`src/rtl/pos_sched_pkg.sv`:
```
// Package: shared types of the priority override channel scheduler.
// Assumes list words are 16 bits wide with a fixed field layout.
package pos_sched_pkg;

    localparam int CTX_W = 13;

    typedef enum logic [1:0] {
        WALK_IDLE  = 2'd0,
        WALK_FETCH = 2'd1,
        WALK_SERVE = 2'd2
    } walk_state_e;

    // One priority list word: index, ignored bit, end flag, active flag.
    typedef struct packed {
        logic [CTX_W-1:0] ctx;
        logic             spare;
        logic             last;
        logic             active;
    } prio_entry_t;

endpackage

```
`src/rtl/pos_ctx_ring.sv`:
```
// Module: round-robin pointer into the normal context table.
// It advances by one on each adv pulse and wraps after NUM_CTX-1.
// Because it only moves on adv, it also serves as the saved position
// while a priority walk is running.
// Assumes 1 <= NUM_CTX <= 2**CTX_W.
module pos_ctx_ring #(
    parameter int NUM_CTX = 8,
    parameter int CTX_W   = 13
) (
    input  logic             clk,
    input  logic             rst_n,
    input  logic             adv,
    output logic [CTX_W-1:0] ptr
);
    localparam logic [CTX_W-1:0] LAST_POS = CTX_W'(NUM_CTX - 1);

    // Step the pointer with wrap-around on every completion in normal mode.
    always_ff @(posedge clk) begin
        if (!rst_n) begin
            ptr <= '0;
        end else if (adv) begin
            ptr <= (ptr == LAST_POS) ? '0 : ptr + 1'b1;
        end
    end
endmodule

```
`src/rtl/pos_req_bit.sv`:
```
// Module: host priority request bit. The host sets it and the hardware
// clears it. A set in the same cycle as a clear wins, so a request is
// never lost. Assumes set and clr are single-cycle pulses.
module pos_req_bit (
    input  logic clk,
    input  logic rst_n,
    input  logic set,
    input  logic clr,
    output logic q
);
    // Hold the request; a set takes precedence over the end-of-walk clear.
    always_ff @(posedge clk) begin
        if (!rst_n) begin
            q <= 1'b0;
        end else if (set) begin
            q <= 1'b1;
        end else if (clr) begin
            q <= 1'b0;
        end
    end
endmodule

```
`src/rtl/pos_list_walker.sv`:
```
// Module: priority list walker. Once started, it fetches list words one
// at a time, serves active entries until svc_done, and passes over the
// inactive ones. It stops at the end flag or after LIST_MAX entries.
// Assumes the memory keeps rd_data valid during the rd_valid cycle and
// that rd_valid only rises while rd_req is high.
module pos_list_walker
    import pos_sched_pkg::*;
#(
    parameter int              LIST_MAX  = 256,
    parameter int              ADDR_W    = 16,
    parameter logic [ADDR_W-1:0] LIST_BASE = 16'h0100
) (
    input  logic              clk,
    input  logic              rst_n,
    input  logic              start,
    input  logic              svc_done,
    input  logic              rd_valid,
    input  logic [15:0]       rd_data,
    output walk_state_e       state,
    output logic              rd_req,
    output logic [ADDR_W-1:0] rd_addr,
    output logic [CTX_W-1:0]  pri_idx,
    output logic              walk_done
);
    localparam int ENT_W = (LIST_MAX > 1) ? $clog2(LIST_MAX) : 1;
    localparam logic [ENT_W-1:0] LAST_ENT = ENT_W'(LIST_MAX - 1);

    logic [ENT_W-1:0] ent;
    logic             fin_q;
    prio_entry_t      word;
    logic             final_here;

    // Decode the returned word and decide whether it closes the list.
    always_comb begin
        word       = prio_entry_t'(rd_data);
        final_here = word.last || (ent == LAST_ENT);
    end

    // Drive the read port and flag the cycle in which the walk ends.
    always_comb begin
        rd_req    = (state == WALK_FETCH);
        rd_addr   = LIST_BASE + (ADDR_W'(ent) << 1);
        walk_done = ((state == WALK_FETCH) && rd_valid && !word.active && final_here)
                 || ((state == WALK_SERVE) && svc_done && fin_q);
    end

    // Sequence fetch and serve phases and step the list position.
    always_ff @(posedge clk) begin
        if (!rst_n) begin
            state   <= WALK_IDLE;
            ent     <= '0;
            pri_idx <= '0;
            fin_q   <= 1'b0;
        end else begin
            case (state)
                WALK_IDLE: begin
                    if (start) begin
                        state <= WALK_FETCH;
                        ent   <= '0;
                    end
                end
                WALK_FETCH: begin
                    if (rd_valid) begin
                        if (word.active) begin
                            state   <= WALK_SERVE;
                            pri_idx <= word.ctx;
                            fin_q   <= final_here;
                        end else if (final_here) begin
                            state <= WALK_IDLE;
                        end else begin
                            ent <= ent + 1'b1;
                        end
                    end
                end
                WALK_SERVE: begin
                    if (svc_done) begin
                        if (fin_q) begin
                            state <= WALK_IDLE;
                        end else begin
                            state <= WALK_FETCH;
                            ent   <= ent + 1'b1;
                        end
                    end
                end
                default: state <= WALK_IDLE;
            endcase
        end
    end
endmodule

```
`src/rtl/pos_sched.sv`:
```
// Module: top of the priority override channel scheduler. It combines
// the normal round-robin pointer, the host request bit and the list
// walker, and presents the channel to serve. A priority walk only
// begins at a normal-channel completion.
// Assumes svc_done is a single-cycle pulse per completed channel.
module pos_sched
    import pos_sched_pkg::*;
#(
    parameter int                NUM_CTX   = 8,
    parameter int                LIST_MAX  = 256,
    parameter int                ADDR_W    = 16,
    parameter logic [ADDR_W-1:0] LIST_BASE = 16'h0100
) (
    input  logic              clk,
    input  logic              rst_n,
    input  logic              prio_set,
    output logic              prio_req,
    input  logic              svc_done,
    output logic              serve_vld,
    output logic              serve_prio,
    output logic [12:0]       serve_idx,
    output logic              rd_req,
    output logic [ADDR_W-1:0] rd_addr,
    input  logic              rd_valid,
    input  logic [15:0]       rd_data
);
    walk_state_e      state;
    logic [CTX_W-1:0] ctx_ptr;
    logic [CTX_W-1:0] pri_idx;
    logic             in_normal;
    logic             adv;
    logic             start;
    logic             walk_done;

    // Normal completions advance the table; with a request pending they start a walk.
    always_comb begin
        in_normal = (state == WALK_IDLE);
        adv       = in_normal && svc_done;
        start     = adv && prio_req;
    end

    pos_ctx_ring #(
        .NUM_CTX (NUM_CTX),
        .CTX_W   (CTX_W)
    ) u_ring (
        .clk   (clk),
        .rst_n (rst_n),
        .adv   (adv),
        .ptr   (ctx_ptr)
    );

    pos_req_bit u_req (
        .clk   (clk),
        .rst_n (rst_n),
        .set   (prio_set),
        .clr   (walk_done),
        .q     (prio_req)
    );

    pos_list_walker #(
        .LIST_MAX  (LIST_MAX),
        .ADDR_W    (ADDR_W),
        .LIST_BASE (LIST_BASE)
    ) u_walk (
        .clk       (clk),
        .rst_n     (rst_n),
        .start     (start),
        .svc_done  (svc_done),
        .rd_valid  (rd_valid),
        .rd_data   (rd_data),
        .state     (state),
        .rd_req    (rd_req),
        .rd_addr   (rd_addr),
        .pri_idx   (pri_idx),
        .walk_done (walk_done)
    );

    // Present either the priority entry or the normal table position.
    always_comb begin
        serve_vld  = (state != WALK_FETCH);
        serve_prio = (state == WALK_SERVE);
        serve_idx  = serve_prio ? pri_idx : ctx_ptr;
    end
endmodule

```
`config.mk`:
```
export PLATFORM = sky130hd
export DESIGN_NAME = pos_sched
export DESIGN_NICKNAME = d
export VERILOG_FILES = /design/src/rtl/pos_sched_pkg.sv /design/src/rtl/pos_ctx_ring.sv /design/src/rtl/pos_req_bit.sv /design/src/rtl/pos_list_walker.sv /design/src/rtl/pos_sched.sv
export SDC_FILE = /design/constraint.sdc
export NUM_CORES = 1
export LEC_CHECK = 0
export BUFFER_PORTS_ARGS = -buffer_cell sky130_fd_sc_hd__clkbuf_2
export CAP_MARGIN = 20
export CORE_ASPECT_RATIO = 1.25
export CORE_MARGIN = 2
export CORE_UTILIZATION = 48
export CTS_BUF_LIST = sky130_fd_sc_hd__clkbuf_4 sky130_fd_sc_hd__clkbuf_8
export CTS_CLUSTER_DIAMETER = 150
export DETAILED_ROUTE_END_ITERATION = 8
export PLACE_DENSITY = 0.77
export SKIP_LAST_GASP = 1
export SYNTH_ARGS = -nofsm -noshare
export SYNTH_HDL_FRONTEND = slang
export SYNTH_HIERARCHICAL = 1
export SYNTH_SLANG_ARGS = --single-unit
```
`constraint.sdc`:
```
create_clock -name clk -period 3.3 [get_ports clk]
set_input_delay 0.825 -clock clk [delete_from_list [all_inputs] [get_ports clk]]
set_output_delay 0.825 -clock clk [all_outputs]
set_load 0.05 [all_outputs]
```
==> summary.md <==
| Metric | Value |
|---|---|
| Final slew viol count | `0` |
| Worst-path clk slew | `0.07 ns` |
| Grt ovf | `0` |
| Ys flop type | `dfxtp_1` |
| Reg power frac | `0.414` |
| Slew HR | `0.534` |
| Die Width | `63.7 um` |
| Worst Reg-to-Reg Cells | `6` |
| Filler instances | `418` |
| Leakage power | `0.962 nW` |
| Fraction of registers with async set/reset | `0` |
| IO Pins | `54` |
| Final min period | `2.80 ns` |
| Vias in the first global route | `1715` |
| Final Hold Fails | `0` |
| Starting Density | `0.491` |
| Cell Area, Placed | `2340 um2` |
| Layout cells sized above 1 | `0.284` |
| Die area | `5010 um2` |
| Port bufs | `45` |
| CTS tree | `done` |
| Post-CTS Setup Inserts | `0` |
| Met3 Use GR | `0.0387` |
| Most area-consuming cells after synthesis | `dfxtp_1, nand2_1, mux2_4` |
| CTS Hold Bufs | `0` |
| RSZ-0062 raised after global routing | `false` |
| WHS Endpoint | `u_walk/pri_idx[11]` |
| Synth cell types | `49` |
| GR met2 Demand/Resource | `0.326` |
| Total chip power | `1.25 mW` |
| DRC viols | `0` |
| Cell row count | `27` |
| Clk sinks | `38` |
| F_max | `358 MHz` |
| Worst slew pin tran | `0.699 ns` |
| Largest area contributor in the netlist | `dfxtp_1` |
| Clock Latency Late Sink | `0.29 ns` |
| Hold/Removal Path Class | `flop to flop` |
| Die height | `78.7 um` |
| Global Route met1 Usage | `0.215` |
| Global routing's busiest layer | `met2` |
| Min-delay src | `u_walk/pri_idx[11]` |
| Post-synth EDFFs | `0` |
| CTS Buffer Depth | `2` |
| Clock power share | `0.265` |
| Total number of vias | `1836` |
| Setup crit end kind | `flop` |
| Min-Delay Path Depth | `2` |
| Core Footprint | `4360 um2` |
| Pint | `0.798 mW` |
| Area of the multi-input gates | `1240 um2` |
| Antenna Cells | `0` |
| Synth top area share | `0.355` |
| Worst Setup Start Kind | `input port` |
| Initial DRT Pass Iterations | `5` |
| Setup slack, reg-to-reg | `0.58 ns` |
| Status | `finished, final reports clean` |
| Peak supply drop | `210 uV` |
| Register area | `761 um2` |
| Total negative slack | `0 ns` |
| Sw Share | `0.362` |
| Synth Instances | `243` |
| GPL Wtd Cong | `0.831` |
| Post-synthesis register bit count | `38` |
| Core Util, Final | `0.560` |
| Period utilization | `0.847` |
| Gr usage total | `0.189` |
| Combinational power share | `0.320` |
| Net Sw Power | `0.453 mW` |
| Wirelength, routed | `4.50 mm` |
| Initial DRC Count | `69` |
| Area grow syn2layout | `13.9%` |
| Crit-path max FO | `11` |
| Synthesized cell area | `2140 um2` |
| Required time at the worst-slack endpoint | `3.49 ns` |
| Top-count cell post-synth | `nand2_1` |
| Total CTS buffers | `5` |
| Final #Nets | `311` |
| Max Cap Viol | `0` |
| Root buf cell | `clkbuf_8` |
| Vias per inst | `5.35` |
| Antenna Nets Post-Route | `0` |
| Resize count post-CTS | `0` |
| Cell area after layout | `2440 um2` |
| P per Cell Area | `513 nW/um2` |
| H-tree depth | `2` |
| Yosys warning count | `6` |
| Worst clock skew | `0.00304 ns` |
| Synth top cells by count | `nand2_1, dfxtp_1, a21oi_1, nor2_1, xnor2_1` |
| Seq/Total Area, Yosys | `0.355` |
| Critical path arrival | `2.99 ns` |
| CP Class | `input port to flop` |
| Final setup fails | `0` |
| RR Endpoint | `u_walk/ent[3]` |
| Global-route wire length before repair | `7.52 mm` |
| Final HPWL DP | `3.10 mm` |
| DR WL/cell | `13.1 um` |
| Largest net degree at the start of global routing | `22` |
| Syn Area/Cell | `8.81 um2` |
| Initial antenna violation count | `0` |
| Worst r2r src | `u_walk/state[0]` |
## worst max-delay path by stage
stage	from	endpoint	cells past startpoint	slack [ns]
6_report	svc_done	u_walk/ent[3]	7	0.50
3_3_place_gp	svc_done	u_walk/ent[3]	7	0.26
4_1_cts	svc_done	u_walk/ent[3]	7	0.52
2_1_floorplan	svc_done	u_walk/ent[7]	7	0.65
3_5_place_dp	svc_done	u_walk/ent[3]	7	0.23
5_1_grt	svc_done	u_walk/ent[4]	7	0.39
## metal layers
metal | share of wire | vias to the layer above
met3 | 0.041 | 8
met4 | 0.019 | 0
li1 | - | 920
met1 | 0.43 | 853
met5 | 0 | -
met2 | 0.51 | 55
## state kept, by name, indices dropped and copies added, names as in the netlist
name,count
u_walk/pri_idx,13
u_walk/state,2
u_walk/ent,8
u_ring/ptr,13
u_walk/fin_q,1
u_req/q,1
## cells by family (layout without fill, tap and decap cells)
kind of cell / after synthesis / count (layout) / share of synthesized area
other: 1 / 7 / 0.00175
XOR/XNOR: 12 / 12 / 0.0491
adder cells (fa/ha/maj): 6 / 6 / 0.0351
AO/OA/AOI/OAI: 38 / 38 / 0.124
flip-flops: 38 / 38 / 0.355
multiplexers: 15 / 15 / 0.0935
AND/OR/NAND/NOR: 105 / 105 / 0.264
buffers and inverters: 28 / 64 / 0.0777
## power groups by stage
stage | Combinational (mW) | Sequential [mW] | Clock [mW]
global placement | 0.393 | 0.527 | 0
finish | 0.401 | 0.518 | 0.332
floorplan | 0.324 | 0.533 | 0
detailed placement | 0.398 | 0.528 | 0
CTS | 0.400 | 0.518 | 0.339
global route | 0.436 | 0.522 | 0.360
## layout make-up
class | instances | share of cell area
multi-input combinational | 183 | 0.507
sequential | 38 | 0.312
timing repair buffer | 47 | 0.0985
clock buffer | 7 | 0.0369
tap | 58 | 0.0298
inverter | 9 | 0.0139
clock inverter | 1 | 0.00205
## per-stage QoR
| step | hold WS (ns) | setup slack [ns] | cells |
|---|---|---|---|
| CTS | 0.457 | 0.521 | 343 |
| global placement | 0.441 | 0.258 | 335 |
| finish | 0.455 | 0.503 | 343 |
| floorplan | 0.433 | 0.647 | 249 |
| detailed placement | 0.447 | 0.229 | 335 |
| global route | 0.485 | 0.389 | 343 |
## placed cells by master, fill, tap and decap left out, drive strengths merged, types with 5 or more instances in the layout
| cell type | count |
|---|---|
| conb | 7 |
| nand2 | 45 |
| nor2b | 5 |
| or3 | 5 |
| dfxtp | 38 |
| nand3 | 8 |
| inv | 9 |
| a2111oi | 6 |
| nor2 | 16 |
| a21oi | 16 |
| ha | 6 |
| xnor2 | 11 |
| clkbuf | 52 |
| mux2 | 13 |
## critical path, cell delays in order
cell	delay (ns)
clkbuf_2	0.12
nor3b_1	0.23
and2_1	0.17
nor2b_1	0.06
or4_4	0.55
or4b_1	0.71
o32ai_1	0.32
Power figures use the tool's default switching activity.
